`src/rtl/gpio_mask_pkg.sv`:
```
package gpio_mask_pkg;
   localparam int unsigned PIN_CNT  = 8;
   localparam int unsigned MASK_LSB = 2;
   localparam int unsigned DIR_OFF  = 1 << (PIN_CNT + MASK_LSB);

   typedef enum logic [1:0] {
      RGN_NONE = 2'd0,
      RGN_DATA = 2'd1,
      RGN_DIR  = 2'd2
   } rgn_e;

   typedef logic [PIN_CNT-1:0] pins_t;
endpackage

```
`src/rtl/gpio_apb_decode.sv`:
```
module gpio_apb_decode
   import gpio_mask_pkg::*;
#(
   parameter int unsigned ADDR_W = 12
) (
   input  logic              psel,
   input  logic              penable,
   input  logic              pwrite,
   input  logic [ADDR_W-1:0] paddr,
   output rgn_e              region,
   output pins_t             mask,
   output logic              wr_stb
);
   localparam int unsigned TOP_LSB = PIN_CNT + MASK_LSB;
   localparam int unsigned WORD_W  = ADDR_W - MASK_LSB;
   localparam logic [WORD_W-1:0] DIR_WORD = WORD_W'(DIR_OFF >> MASK_LSB);

   if (ADDR_W <= TOP_LSB) begin : g_bad_addr_w
      $error("ADDR_W too small to hold the direction offset");
   end

   logic in_data;
   logic in_dir;

   assign in_data = (paddr[ADDR_W-1:TOP_LSB] == '0);
   assign in_dir  = (paddr[ADDR_W-1:MASK_LSB] == DIR_WORD);
   assign mask    = paddr[TOP_LSB-1:MASK_LSB];
   assign wr_stb  = psel & penable & pwrite;

   always_comb begin
      if (in_data)     region = RGN_DATA;
      else if (in_dir) region = RGN_DIR;
      else             region = RGN_NONE;
   end
endmodule

```
`src/rtl/gpio_in_sync.sv`:
```
module gpio_in_sync #(
   parameter int unsigned WIDTH  = 8,
   parameter int unsigned STAGES = 2
) (
   input  logic             clk,
   input  logic             rst_n,
   input  logic [WIDTH-1:0] async_in,
   output logic [WIDTH-1:0] sync_out
);
   if (STAGES < 2) begin : g_bad_stages
      $error("STAGES must be at least 2");
   end

   logic [WIDTH-1:0] chain [STAGES];

   for (genvar s = 0; s < STAGES; s++) begin : g_stage
      if (s == 0) begin : g_first
         always_ff @(posedge clk or negedge rst_n) begin
            if (!rst_n) chain[s] <= '0;
            else        chain[s] <= async_in;
         end
      end else begin : g_next
         always_ff @(posedge clk or negedge rst_n) begin
            if (!rst_n) chain[s] <= '0;
            else        chain[s] <= chain[s-1];
         end
      end
   end

   assign sync_out = chain[STAGES-1];
endmodule

```
`src/rtl/gpio_pin_regs.sv`:
```
module gpio_pin_regs
   import gpio_mask_pkg::*;
(
   input  logic  clk,
   input  logic  rst_n,
   input  logic  wr_stb,
   input  rgn_e  region,
   input  pins_t mask,
   input  pins_t wdata,
   input  pins_t pin_sync,
   output pins_t out_q,
   output pins_t dir_q,
   output pins_t level
);
   logic data_we;
   logic dir_we;

   assign data_we = wr_stb && (region == RGN_DATA);
   assign dir_we  = wr_stb && (region == RGN_DIR);

   for (genvar n = 0; n < PIN_CNT; n++) begin : g_pin
      always_ff @(posedge clk or negedge rst_n) begin
         if (!rst_n)                   out_q[n] <= 1'b0;
         else if (data_we && mask[n])  out_q[n] <= wdata[n];
      end
      assign level[n] = dir_q[n] ? out_q[n] : pin_sync[n];
   end

   always_ff @(posedge clk or negedge rst_n) begin
      if (!rst_n)      dir_q <= '0;
      else if (dir_we) dir_q <= wdata;
   end
endmodule

```
`src/rtl/gpio_masked_apb.sv`:
```
module gpio_masked_apb
   import gpio_mask_pkg::*;
#(
   parameter int unsigned ADDR_W      = 12,
   parameter int unsigned DATA_W      = 32,
   parameter int unsigned SYNC_STAGES = 2
) (
   input  logic              pclk,
   input  logic              presetn,
   input  logic              psel,
   input  logic              penable,
   input  logic              pwrite,
   input  logic [ADDR_W-1:0] paddr,
   input  logic [DATA_W-1:0] pwdata,
   output logic [DATA_W-1:0] prdata,
   output logic              pready,
   output logic              pslverr,
   input  logic [7:0]        gpio_in,
   output logic [7:0]        gpio_out,
   output logic [7:0]        gpio_oe
);
   if (DATA_W < PIN_CNT) begin : g_bad_data_w
      $error("DATA_W must cover all pins");
   end

   rgn_e  region;
   pins_t mask;
   logic  wr_stb;
   pins_t pin_sync;
   pins_t out_q;
   pins_t dir_q;
   pins_t level;
   pins_t rd_byte;

   gpio_apb_decode #(.ADDR_W(ADDR_W)) u_decode (
      .psel    (psel),
      .penable (penable),
      .pwrite  (pwrite),
      .paddr   (paddr),
      .region  (region),
      .mask    (mask),
      .wr_stb  (wr_stb)
   );

   gpio_in_sync #(.WIDTH(PIN_CNT), .STAGES(SYNC_STAGES)) u_sync (
      .clk      (pclk),
      .rst_n    (presetn),
      .async_in (gpio_in),
      .sync_out (pin_sync)
   );

   gpio_pin_regs u_regs (
      .clk      (pclk),
      .rst_n    (presetn),
      .wr_stb   (wr_stb),
      .region   (region),
      .mask     (mask),
      .wdata    (pwdata[PIN_CNT-1:0]),
      .pin_sync (pin_sync),
      .out_q    (out_q),
      .dir_q    (dir_q),
      .level    (level)
   );

   always_comb begin
      unique case (region)
         RGN_DATA: rd_byte = level & mask;
         RGN_DIR:  rd_byte = dir_q;
         default:  rd_byte = '0;
      endcase
   end

   assign prdata   = {{(DATA_W-PIN_CNT){1'b0}}, rd_byte};
   assign pready   = 1'b1;
   assign pslverr  = 1'b0;
   assign gpio_out = out_q;
   assign gpio_oe  = dir_q;
endmodule

```
`config.mk`:
```
export PLATFORM = sky130hd
export DESIGN_NAME = gpio_masked_apb
export DESIGN_NICKNAME = d
export VERILOG_FILES = /design/src/rtl/gpio_mask_pkg.sv /design/src/rtl/gpio_apb_decode.sv /design/src/rtl/gpio_in_sync.sv /design/src/rtl/gpio_pin_regs.sv /design/src/rtl/gpio_masked_apb.sv
export SDC_FILE = /design/constraint.sdc
export NUM_CORES = 1
export LEC_CHECK = 0
export ABC_AREA = 1
export BUFFER_PORTS_ARGS = -buffer_cell sky130_fd_sc_hd__clkbuf_2
export CORE_ASPECT_RATIO = 1.2
export CORE_MARGIN = 2
export CORE_UTILIZATION = 44
export DETAILED_ROUTE_END_ITERATION = 10
export HOLD_SLACK_MARGIN = 0.15
export PLACE_DENSITY = 0.81
export SYNTH_ARGS = -nofsm -noshare
export SYNTH_HDL_FRONTEND = slang
export SYNTH_SLANG_ARGS = --single-unit
```
`constraint.sdc`:
```
create_clock -name pclk -period 1.15 [get_ports pclk]
set_input_delay 0.1725 -clock pclk [delete_from_list [all_inputs] [get_ports pclk]]
set_output_delay 0.1725 -clock pclk [all_outputs]
set_load 0.005 [all_outputs]
```
### Word-level counts from Yosys, hierarchy flattened

Index checks and enable logic that the tools add are counted.

* memories kept: 0
* memory bits (writable): 0
* register bits after elaboration: 32
* output and inout bits: 50
* input port bits: 57
* ROM bits: 0
* word-level logic and storage cells: 39
* latch bits: 0

* multipliers: 0
* add/subtract/negate cells: 0
* shift-type cells: 0
* magnitude comparators: 0
* div/mod/pow operators: 0
* reduce and logical (&&, ||, !) cells: 11
* bitwise logic cells: 3
* mux-type cells: 11
* equality and inequality tests: 3

Operators by type and width (count)
* $pmux 8 s2: 1
* $eq 10x9->1 const B: 1
* $logic_and 1x1->1: 10
* $and 8x8->8: 1
* $mux 1: 8
* $mux 2: 2
* $and 1x1->1: 2
* $eq 2x1->1 const B: 1
* $eq 2x2->1 const B: 1
* $logic_not 2->1: 1

### Depth between registers and ports, before layout

Gate-level depths: netlist of the first run.

* word-level depth: 6
* depth in mapped cells: 6
* gate-level depth less buffers: 6

### Hierarchy

A second synthesis of the first run with hierarchy kept.

* cells, all modules: 207
* area total of the unflattened synthesis: 1790.5 um^2

By module, submodules not included
* gpio_pin_regs: cells an instance 104, area each 858.3 um^2, times used 1, seq. area each 400.4 um^2
* gpio_in_sync: cells an instance 24, area each 460.4 um^2, times used 1, seq. area each 400.4 um^2
* gpio_masked_apb: cells an instance 59, area each 359.1 um^2, times used 1, seq. area each 0.0 um^2
* gpio_apb_decode: cells an instance 20, area each 112.6 um^2, times used 1, seq. area each 0.0 um^2

### Worst setup path after synthesis of the first run

OpenSTA, ideal clock, no wires.

* path type: in2out
* from: input port paddr[3]
* to: output port prdata[0]
* stages on the path: 5
* required time: 0.978 ns
* arrival: 0.806 ns
* path buffers: 0
* slack: 0.172 ns
* path through: nor2_1 > nand2_2 > nor2_4 > nand2_2 > o21ai_0

* word-level cells in the longest chain between the ends: 5
* elaborated cells on any way between the ends: 6
* those cells by class: 3 x eq/ne; 3 x mux

Ends and longest elaborated chain
* from (decl): line gpio_masked_apb.sv:13 `input logic [ADDR_W-1:0] paddr,`
* $eq 10x9->1 (*): line gpio_apb_decode.sv:26 `assign in_dir = (paddr[ADDR_W-1:MASK_LSB] == DIR_WORD);`
* $mux 2 (*): line gpio_apb_decode.sv:32 `else if (in_dir) region = RGN_DIR;`
* $mux 2 (*): line gpio_apb_decode.sv:31 `if (in_data) region = RGN_DATA;`
* $eq 2x2->1 / $eq 2x1->1 (equally long branches): line gpio_masked_apb.sv:66 `unique case (region)`
* $pmux 8 s2 (*): line gpio_masked_apb.sv:66
* to (decl): line gpio_masked_apb.sv:15 `output logic [DATA_W-1:0] prdata,`

Every way passes the cells marked *; elsewhere a longest branch is shown, timed or not.

### Worst setup path after layout of the first run

* from: register u_regs.dir_q[1]
* to: output port prdata[1]

* word-level cells in the longest chain between the ends: 3

Ends and longest elaborated chain
* from (decl): line gpio_pin_regs.sv:12 `output pins_t dir_q,`
* from (signal assigned): line gpio_pin_regs.sv:31 `else if (dir_we) dir_q <= wdata;`
* $mux 1: line gpio_pin_regs.sv:26 `assign level[n] = dir_q[n] ? out_q[n] : pin_sync[n];`
* $and 8x8->8: line gpio_masked_apb.sv:67 `RGN_DATA: rd_byte = level & mask;`
* $pmux 8 s2 (*): line gpio_masked_apb.sv:66

Marked as above.

==> summary.md, run 1 <==
| Metric | Value |
|---|---|
| Status | `finished with violations` |
| Failing checks | `design-rule violations, negative setup slack` |
| Critical path type | `reg -> out` |
| Maximum VDD drop | `about 0.00083 V` |
| Sequential element share of the synthesized area | `50.6%` |
| Ant. Diodes | `0` |
| Share of post-route cells with drive strength above 1 | `37.5%` |
| Minimum clock period | `approximately 1.3 ns` |
| #FFs+latches synth | `32` |
| Layout net count | `between 300 and 400` |
| Inst Count DP | `approximately 290` |
| Syn_area_per_cell | `8.74 µm²` |
| Clock Skew | `0.00780 ns` |
| Cell row count | `23` |
| Most common cell after layout, fill and taps aside | `nand2_1` |
| H-Tree Depth | `2` |
| Yosys warns | `0` |
| GPL Wtd Cong | `0.734` |
| Final Hold Viols | `0` |
| Critical path peak fanout | `4` |
| Yosys cell types | `19` |
| CP startpoint kind | `register` |
| CTS Buf Count | `5` |
| Dpl hpwl | `roughly 2600 µm` |
| Die ar. | `approximately 0.004 mm²` |
| IO Pins | `approximately 110` |
| Worst reg2reg setup slack | `around 0.28 ns` |
| Drt total wl | `about 3800 µm` |
| Via density | `4.55` |
| CTS tree | `yes` |
| Maximum number of pins on one net before global-route repair | `33` |
| Max-slew violations | `0` |
| Width of the die | `slightly below 60 µm` |
| Clock slew at reported path FFs | `roughly 0.060 ns` |
| Final TNS setup | `-1.32 ns` |
| Port buffer count | `54` |
| CP most frequent cell | `nand2_1` |
| Crit path arrival time | `1.17 ns` |
| Clock Latency Late Sink | `~0.29 ns` |
| Commonest non-fill, non-tap cells in the layout | `nand2_1, clkbuf_2, dfrtp_1, buf_4, conb_1` |
| Post-route insts no fill | `between 300 and 400` |
| Lkg Pwr | `between 0.001 and 0.0015 µW` |
| First-pass GRT wire length | `5960 µm` |
| Fmax | `roughly 0.74 GHz` |
| CP required | `0.98 ns` |
| Syn Std Cell Area | `around 0.0016 mm²` |
| DRC errors left | `4` |
| Core area | `~0.0034 mm²` |
| Vias in the first global route | `1383` |
| Root Driver | `clkbuf_8` |
| Max cap viols | `0` |
| Number of detailed-route iterations in the first pass | `7` |
| Worst stage delay on the critical path | `~0.42 ns` |
| Worst Setup Slack, final | `-0.197 ns` |
| Tcrit/Tclk final | `117%` |
| Crit path max-delay cell type | `dfrtp_1` |
| Pwr/cell area | `roughly 1100 mW/mm²` |
| Crit end category | `output port` |
| Syn Inst Count | `181` |
| # clock sinks | `32` |
| Initial antenna violation count | `0` |
| RSZ-0062 raised after global routing | `yes` |
| Initial Util | `roughly 47%` |
| GRT overflow | `0` |
| DRT antenna net count | `0` |
| Cell Chain, Critical Path | `inv_2 -> nand2_1 -> nand2_1 -> nand3_1 -> o21ai_0 -> buf_2` |
| Final core utilization | `between 60 and 70%` |
| Layout area overhead | `43.3%` |
| Die Span Y | `between 60 and 70 µm` |
| Hold Crit Class | `in -> reg` |
| Drt first-iter violations | `between 70 and 80` |
| Total track usage | `19.1%` |
| DR vias | `between 1000 and 1500` |
| CTS Buffer Depth | `2` |
| Avg WL per Cell | `12.0 µm` |
| Final setup viols | `9` |
## cells in the mapped netlist
library cell | number | area share [%]
buf_6 | 1 | 0.71
nor2_1 | 3 | 0.71
inv_2 | 1 | 0.24
clkinv_1 | 1 | 0.24
nand2_1 | 63 | 15
o21ai_1 | 3 | 0.95
inv_1 | 8 | 1.9
conb_1 | 2 | 0.47
nand3_1 | 24 | 7.6
nor2_4 | 2 | 1.4
nand3_4 | 1 | 1.1
nor2_8 | 1 | 1.3
nand3_2 | 1 | 0.63
dfrtp_1 | 32 | 51
o21ai_0 | 7 | 2.2
buf_4 | 26 | 12
nor3_4 | 1 | 1.0
nand2_2 | 2 | 0.79
nor2_2 | 2 | 0.79
## stage by stage
| step | hold WS, ns | instance area, µm² | setup WS (ns) | power, µW |
|---|---|---|---|---|
| finish | 0.144 | 2270 | -0.197 | 2520 |
| global route | 0.188 | 2270 | -0.261 | 2650 |
| CTS | 0.151 | 2210 | -0.175 | 2540 |
| detailed placement | 0.218 | 1920 | -0.0963 | 1600 |
| global placement | 0.215 | 1920 | -0.129 | 1590 |
| floorplan | -0.123 | 1670 | 0.172 | 1450 |
## kinds of logic (layout without fill, tap and decap cells)
| group | after synthesis | after routing | synth area share [%] |
|---|---|---|---|
| AO/OA/AOI/OAI | 10 | 10 | 3.16 |
| AND/OR/NAND/NOR | 100 | 100 | 30.3 |
| flip-flops | 32 | 32 | 50.6 |
| buffers and inverters | 37 | 117 | 15.4 |
| other | 2 | 26 | 0.475 |
## power breakdown
part	switching [µW]	leakage, µW	total, µW	internal [µW]
registers	51.1	0.000402	1260	1210
logic	187	0.000810	367	180
clock network	406	0.0000455	894	488
## metal layers
metal	GRT usage, %	vias to the layer above	wire (µm)
li1	-	722	-
met1	22.3	674	1460
met2	31.5	67	2050
met3	5.60	2	326
met4	8.59	0	21
met5	0	-	0
## sequential cells by signal (all words and copies together) (netlist names)
name,count
u_regs.dir_q,8
u_sync.chain,8
u_regs.out_q,8
u_sync.sync_out,8
## worst max-delay path: cells and delay by family, from the launching register on
family / cells / cell delay, ns
AO/OA/AOI/OAI: 1 / 0.09
AND/OR/NAND/NOR: 3 / 0.15
flip-flops: 1 / 0.42
buffers and inverters: 2 / 0.23
## layout make-up
type / instances / area (µm²)
fillers: 300 / 1130
flip-flops and latches: 32 / 801
repair buffers: 99 / 662
multi-input cells: 136 / 629
clock buffers: 8 / 90.1
well taps: 37 / 46.3
inverters: 10 / 37.5
## repair_timing
action / 4_1_cts / 5_1_grt
setup endpoints to repair: 8 / 10
hold endpoints to repair: 52 / 0
resized for setup: 3 / 17
hold buffers: 16 / 0
setup buffers: 6 / 6
## final timing paths
kind,depth (start not counted),endpoint,startpoint
worst min-delay path,3,u_regs.out_q[4],pwdata[4]
worst max register to register,4,u_regs.dir_q[5],u_regs.dir_q[5]
worst min register to register,0,u_sync.sync_out[2],u_sync.chain[10]
worst max-delay path,6,prdata[1],u_regs.dir_q[1]
min in group asynchronous,3,u_regs.dir_q[6],presetn
max in group asynchronous,3,u_sync.chain[10],presetn
No activity file was read; power rests on OpenSTA's default activity.
==> inputs of run 2 (changes only) <==
--- a/config.mk
+++ b/config.mk
@@ -9,10 +9,10 @@
 export BUFFER_PORTS_ARGS = -buffer_cell sky130_fd_sc_hd__clkbuf_2
 export CORE_ASPECT_RATIO = 1.2
 export CORE_MARGIN = 2
-export CORE_UTILIZATION = 44
+export CORE_UTILIZATION = 35
 export DETAILED_ROUTE_END_ITERATION = 10
 export HOLD_SLACK_MARGIN = 0.15
-export PLACE_DENSITY = 0.81
+export PLACE_DENSITY = 0.66
 export SYNTH_ARGS = -nofsm -noshare
 export SYNTH_HDL_FRONTEND = slang
 export SYNTH_SLANG_ARGS = --single-unit
==> run 2 against run 1 <==
  * The flow finishes with violations (negative setup slack)
  * Critical endpoint is now prdata[2]
  * Non-clock buffer count decreased by 1
  * Clock skew decreased by 0.0070 ns
  * Final cell count increased by 5.6%
  * Register-to-register slack improved by 0.10 ns
  * Maximum frequency increased by 3.3%
  * Sequential power about the same
  * Core utilization decreased by 13 points
  * Wire length decreased by 6.1%
  * Sequential share of layout area decreased by 0.25 points
  * Highest routed layer unchanged
  * Hold slack improved by 0.042 ns
==> summary.md, run 2 (synthesis results as in run 1) <==
| Metric | Value |
|---|---|
| Sw Ratio | `24.8%` |
| Maximum number of pins on one net before global-route repair | `21` |
| Minimum clock period | `approximately 1.3 ns` |
| Port buffer count | `54` |
| Layout net count | `between 300 and 400` |
| Psw | `620 µW` |
| Status | `finished with violations` |
| Number of detailed-route iterations in the first pass | `5` |
| Drt first-iter violations | `47` |
| Initial Util | `36.8%` |
| Pint | `~1900 µW` |
| # clock sinks | `32` |
| Cell row count | `26` |
| Die ar. | `0.00507 mm²` |
| Vias in the first global route | `1300` |
| Share of post-route cells with drive strength above 1 | `between 30 and 40%` |
| Pwr/cell area | `approximately 1100 mW/mm²` |
| CP required | `slightly below 1 ns` |
| Hold Crit Class | `in -> reg` |
| CP startpoint kind | `register` |
| Gr busiest metal | `met2` |
| Die Span Y | `around 78 µm` |
| Clock Skew | `a little over 0.0008 ns` |
| DR vias | `1429` |
| Core area | `0.00429 mm²` |
| # fillers | `between 400 and 500` |
| DRT antenna net count | `0` |
| RSZ-0062 raised after global routing | `yes` |
| Most common cell after layout, fill and taps aside | `nand2_1` |
| Gate power share | `14.8%` |
| GRT overflow | `0` |
| Final setup viols | `8` |
| Maximum VDD drop | `approximately 0.00074 V` |
| Met2 Track Usage GR | `25.1%` |
| H-Tree Depth | `2` |
| Critical path peak fanout | `4` |
| Clock Latency Late Sink | `around 0.28 ns` |
| Drt total wl | `roughly 3600 µm` |
| Critical path type | `reg -> out` |
| CTS Buf Count | `5` |
| Global-route met1 utilization | `roughly 18%` |
| Total track usage | `about 15%` |
| IO Pins | `roughly 110` |
| CTS tree | `yes` |
| Worst hold slack | `roughly 0.19 ns` |
| Root Driver | `clkbuf_8` |
| Register area | `802 µm²` |
| Inst Count DP | `approximately 310` |
| Lkg Pwr | `roughly 0.0013 µW` |
| Sequential power share | `around half` |
| Max-slew violations | `0` |
| Failing checks | `negative setup slack` |
| Layout area overhead | `44.5%` |
| GPL Wtd Cong | `slightly below 0.8` |
| Fmax | `around 0.77 GHz` |
| Avg WL per Cell | `about 11 µm` |
| Post-route insts no fill | `340` |
| Ant. Diodes | `0` |
| DRC errors left | `0` |
| CTS Buffer Depth | `2` |
| Commonest non-fill, non-tap cells in the layout | `nand2_1, clkbuf_2, dfrtp_1, conb_1, buf_4` |
| Width of the die | `about 65 µm` |
| Initial antenna violation count | `0` |
| Max cap viols | `0` |
| Met3 Use GR | `under 10%` |
| Via density | `~4.2` |
| Multi-input gate area | `627 µm²` |
| Crit end category | `output port` |
| Clock slew at reported path FFs | `0.06 ns` |
| Worst Setup Slack, final | `-0.154 ns` |
| First-pass GRT wire length | `approximately 5800 µm` |
| Crit path arrival time | `about 1.1 ns` |
| Dpl hpwl | `2650 µm` |
| Clk pwr share | `between 30% and 40%` |
| Tcrit/Tclk final | `113%` |
| Final Hold Viols | `0` |
## run 2: metrics by stage
stage          cell area, µm²  setup WS (ns)  total power (µW)  util, %  setup TNS [ns]
2_1_floorplan            1670          0.172              1450        -               0
3_3_place_gp             1950         -0.203              1600     45.5           -1.52
3_5_place_dp             1950         -0.187              1600     45.5           -1.51
4_1_cts                  2280         -0.179              2540     53.1           -1.28
5_1_grt                  2290         -0.263              2640     53.2           -1.85
6_report                 2290         -0.154              2500     53.2           -1.13
## run 2: worst paths after layout
check                                           to  depth (start not counted)        startpoint  slack, ns
max in group asynchronous          u_regs.dir_q[4]                          3           presetn       0.39
min in group asynchronous          u_sync.chain[9]                          2           presetn       0.33
worst max register to register     u_regs.dir_q[3]                          3   u_regs.dir_q[3]       0.38
worst max-delay path                     prdata[2]                          6   u_regs.dir_q[2]      -0.15
worst min register to register  u_sync.sync_out[7]                          0  u_sync.chain[15]       0.35
worst min-delay path               u_regs.out_q[6]                          3          paddr[8]       0.19
## run 2: power groups by stage
stage,clock network (µW),registers (µW),logic (µW)
2_1_floorplan,0,1280,171
3_3_place_gp,0,1280,321
3_5_place_dp,0,1280,326
4_1_cts,904,1260,374
5_1_grt,956,1270,417
6_report,873,1260,370
## run 2: cell type report
type / count / share of cell area (%)
flip-flops and latches: 32 / 35.1
repair buffers: 98 / 28.8
multi-input cells: 136 / 27.4
clock buffers: 8 / 3.94
well taps: 56 / 3.07
inverters: 10 / 1.64
## run 2: worst max-delay path, cell delays in order, from the launching register on
cell,delay (ns)
dfrtp_1,0.41
inv_1,0.08
nand2_1,0.05
nand2_1,0.05
nand3_1,0.06
o21ai_0,0.07
clkbuf_2,0.14
## run 2: timing repair
item / in CTS / in global routing
hold endpoints to repair: 55 / 0
setup endpoints to repair: 8 / 9
pin swaps: 0 / 0
hold buffers: 17 / 0
gates resized for setup: 2 / 10
setup buffers: 9 / 0
## run 2: layer usage
| layer | vias up | share of wire, % | routed length [µm] |
|---|---|---|---|
| li1 | 723 | - | - |
| met1 | 636 | 40 | 1450 |
| met2 | 63 | 50 | 1800 |
| met3 | 7 | 7.9 | 286 |
| met4 | 0 | 2.1 | 76 |
| met5 | - | 0 | 0 |
==> inputs of run 3 (changes only) <==
--- a/config.mk
+++ b/config.mk
@@ -6,7 +6,7 @@
 export NUM_CORES = 1
 export LEC_CHECK = 0
 export ABC_AREA = 1
-export BUFFER_PORTS_ARGS = -buffer_cell sky130_fd_sc_hd__clkbuf_2
+export BUFFER_PORTS_ARGS = -buffer_cell sky130_fd_sc_hd__buf_4
 export CORE_ASPECT_RATIO = 1.2
 export CORE_MARGIN = 2
 export CORE_UTILIZATION = 35
==> constraint.sdc (replaced) <==
create_clock -name pclk -period 1.2 [get_ports pclk]
set_input_delay 0.18 -clock pclk [delete_from_list [all_inputs] [get_ports pclk]]
set_output_delay 0.18 -clock pclk [all_outputs]
set_load 0.005 [all_outputs]
==> run 3 against run 2 <==
  * Hold slack improved by 0.064 ns
  * Global-route usage increased by 0.80 points
  * Sequential power decreased by 4%
  * Largest cell class is now non-clock buffers
  * Clock skew increased by 0.0016 ns
  * Sequential cell count unchanged
  * Register-to-register slack improved by 0.06 ns
  * Design area increased by 6.9%
  * Critical endpoint is now prdata[0]
  * Clock-buffer cell count unchanged
  * The flow still finishes with violations (negative setup slack)
  * Total power decreased by 1.8%
==> summary.md, run 3 (synthesis results as in run 1) <==
| Metric | Value |
|---|---|
| Status | `finished with violations` |
| Failing checks | `negative setup slack` |
| Most common cell after layout, fill and taps aside | `buf_4` |
| Fmax | `~0.76 GHz` |
| Via density | `4.16` |
| CTS Buf Count | `5` |
| Commonest non-fill, non-tap cells in the layout | `buf_4, nand2_1, dfrtp_1, conb_1, nand3_1` |
| Critical path peak fanout | `4` |
| Total track usage | `15.9%` |
| Share of post-route cells with drive strength above 1 | `38.1%` |
| Final setup viols | `8` |
| Vias in the first global route | `approximately 1400` |
| Inst Count DP | `about 300` |
| Area post-placement | `0.00209 mm²` |
| Ant. Diodes | `0` |
| Initial antenna violation count | `0` |
| CTS tree | `yes` |
| DRT antenna net count | `0` |
| CTS Buffer Depth | `2` |
| Final Hold Viols | `0` |
| Root Driver | `clkbuf_8` |
| Clock Skew | `around 0.0024 ns` |
| RSZ-0062 raised after global routing | `yes` |
| Die ar. | `0.00507 mm²` |
| Tcrit/Tclk final | `110%` |
| Lkg Pwr | `0.00131 µW` |
| Core area | `roughly 0.0043 mm²` |
| IO Pins | `107` |
| Max cap viols | `0` |
| Drt total wl | `3610 µm` |
| Max-slew violations | `0` |
| Layout net count | `342` |
| Critical path type | `reg -> out` |
| Die Span Y | `around 78 µm` |
| Clock Latency Late Sink | `roughly 0.28 ns` |
| Post-route insts no fill | `about 340` |
| Drt first-iter violations | `just over 70` |
| # clock sinks | `32` |
| First-pass GRT wire length | `between 6000 and 7000 µm` |
| Cell row count | `26` |
| Number of detailed-route iterations in the first pass | `4` |
| GPL Wtd Cong | `approximately 0.8` |
| Width of the die | `approximately 65 µm` |
| CP startpoint kind | `register` |
| H-Tree Depth | `2` |
| Clock slew at reported path FFs | `roughly 0.06 ns` |
| Hold Crit Class | `in -> reg` |
| CP required | `roughly 1 ns` |
| Final core utilization | `between 50% and 60%` |
| DR vias | `between 1000 and 1500` |
| Avg WL per Cell | `approximately 11 µm` |
| DRC errors left | `0` |
| Layout area overhead | `54.5%` |
| Maximum number of pins on one net before global-route repair | `33` |
| Maximum VDD drop | `between 0.0008 and 0.0009 V` |
| Minimum clock period | `about 1.3 ns` |
| GRT overflow | `0` |
| Port buffer count | `54` |
| Crit end category | `output port` |
| Pwr/cell area | `between 1000 and 1500 mW/mm²` |
| Final TNS setup | `-0.717 ns` |
| Design area | `0.00244 mm²` |
| Dpl hpwl | `between 2000 and 3000 µm` |
| Initial Util | `36.8%` |
| Worst Setup Slack, final | `-0.117 ns` |
| Crit path arrival time | `~1.1 ns` |
## run 3: cell count changes in the layout (fill, tap and decap cells not counted)
cell | previous run | this run
nand2_1 | 63 | 62
inv_2 | 3 | 8
o21ai_0 | 4 | 1
buf_2 | 5 | 0
clkbuf_2 | 49 | 0
nand2_4 | 0 | 1
inv_1 | 6 | 1
buf_4 | 25 | 81
o21ai_1 | 6 | 9
## run 3: worst max-delay path: stages (launching register included)
cell,delay [ns]
dfrtp_1,0.41
inv_1,0.08
nand2_1,0.05
nand2_1,0.05
nand3_1,0.05
o21ai_1,0.08
buf_4,0.13
## run 3: what timing repair did
| action | CTS | global route |
|---|---|---|
| hold buffers | 17 | 0 |
| setup buffers | 11 | 0 |
| pin swaps | 0 | 1 |
| setup endpoints to repair | 8 | 9 |
| hold endpoints to repair | 55 | 0 |
| resized for setup | 7 | 10 |
## run 3: stage by stage
stage          worst slack, ns  hold WS (ns)  total power (µW)
2_1_floorplan            0.207        -0.116              1390
5_1_grt                 -0.195         0.254              2590
3_5_place_dp            -0.135         0.145              1590
3_3_place_gp            -0.172         0.141              1590
6_report                -0.117         0.250              2460
4_1_cts                 -0.131         0.242              2490
## run 3: layout make-up
cell class | instances | area (µm²)
clock buffer | 8 | 90.1
fill | 390 | 1850
inverter | 10 | 37.5
multi-input combinational | 136 | 634
sequential | 32 | 802
tap | 56 | 70.1
timing repair buffer | 100 | 810
## run 3: final timing paths
check                           slack, ns                 end  cells past startpoint              from
worst max register to register       0.44     u_regs.dir_q[5]                      3   u_regs.dir_q[5]
worst min register to register       0.35  u_sync.sync_out[7]                      0  u_sync.chain[15]
max in group asynchronous            0.52     u_regs.dir_q[6]                      2           presetn
worst max-delay path                -0.12           prdata[0]                      6   u_regs.dir_q[0]
min in group asynchronous            0.36     u_sync.chain[9]                      2           presetn
worst min-delay path                 0.25     u_regs.out_q[0]                      4          paddr[2]
## run 3: routing by layer
| metal | vias up | global-route usage [%] | part of all wire [%] |
|---|---|---|---|
| met5 | - | 0 | 0 |
| met4 | 0 | 6.25 | 1.7 |
| met3 | 6 | 3.77 | 6.7 |
| met2 | 58 | 26.8 | 51 |
| met1 | 631 | 19.5 | 40 |
| li1 | 729 | - | - |
## run 3: where the power goes
| part | switching (µW) | internal (µW) |
|---|---|---|
| sequential | 48.1 | 1160 |
| clock | 372 | 467 |
| combinational | 178 | 235 |
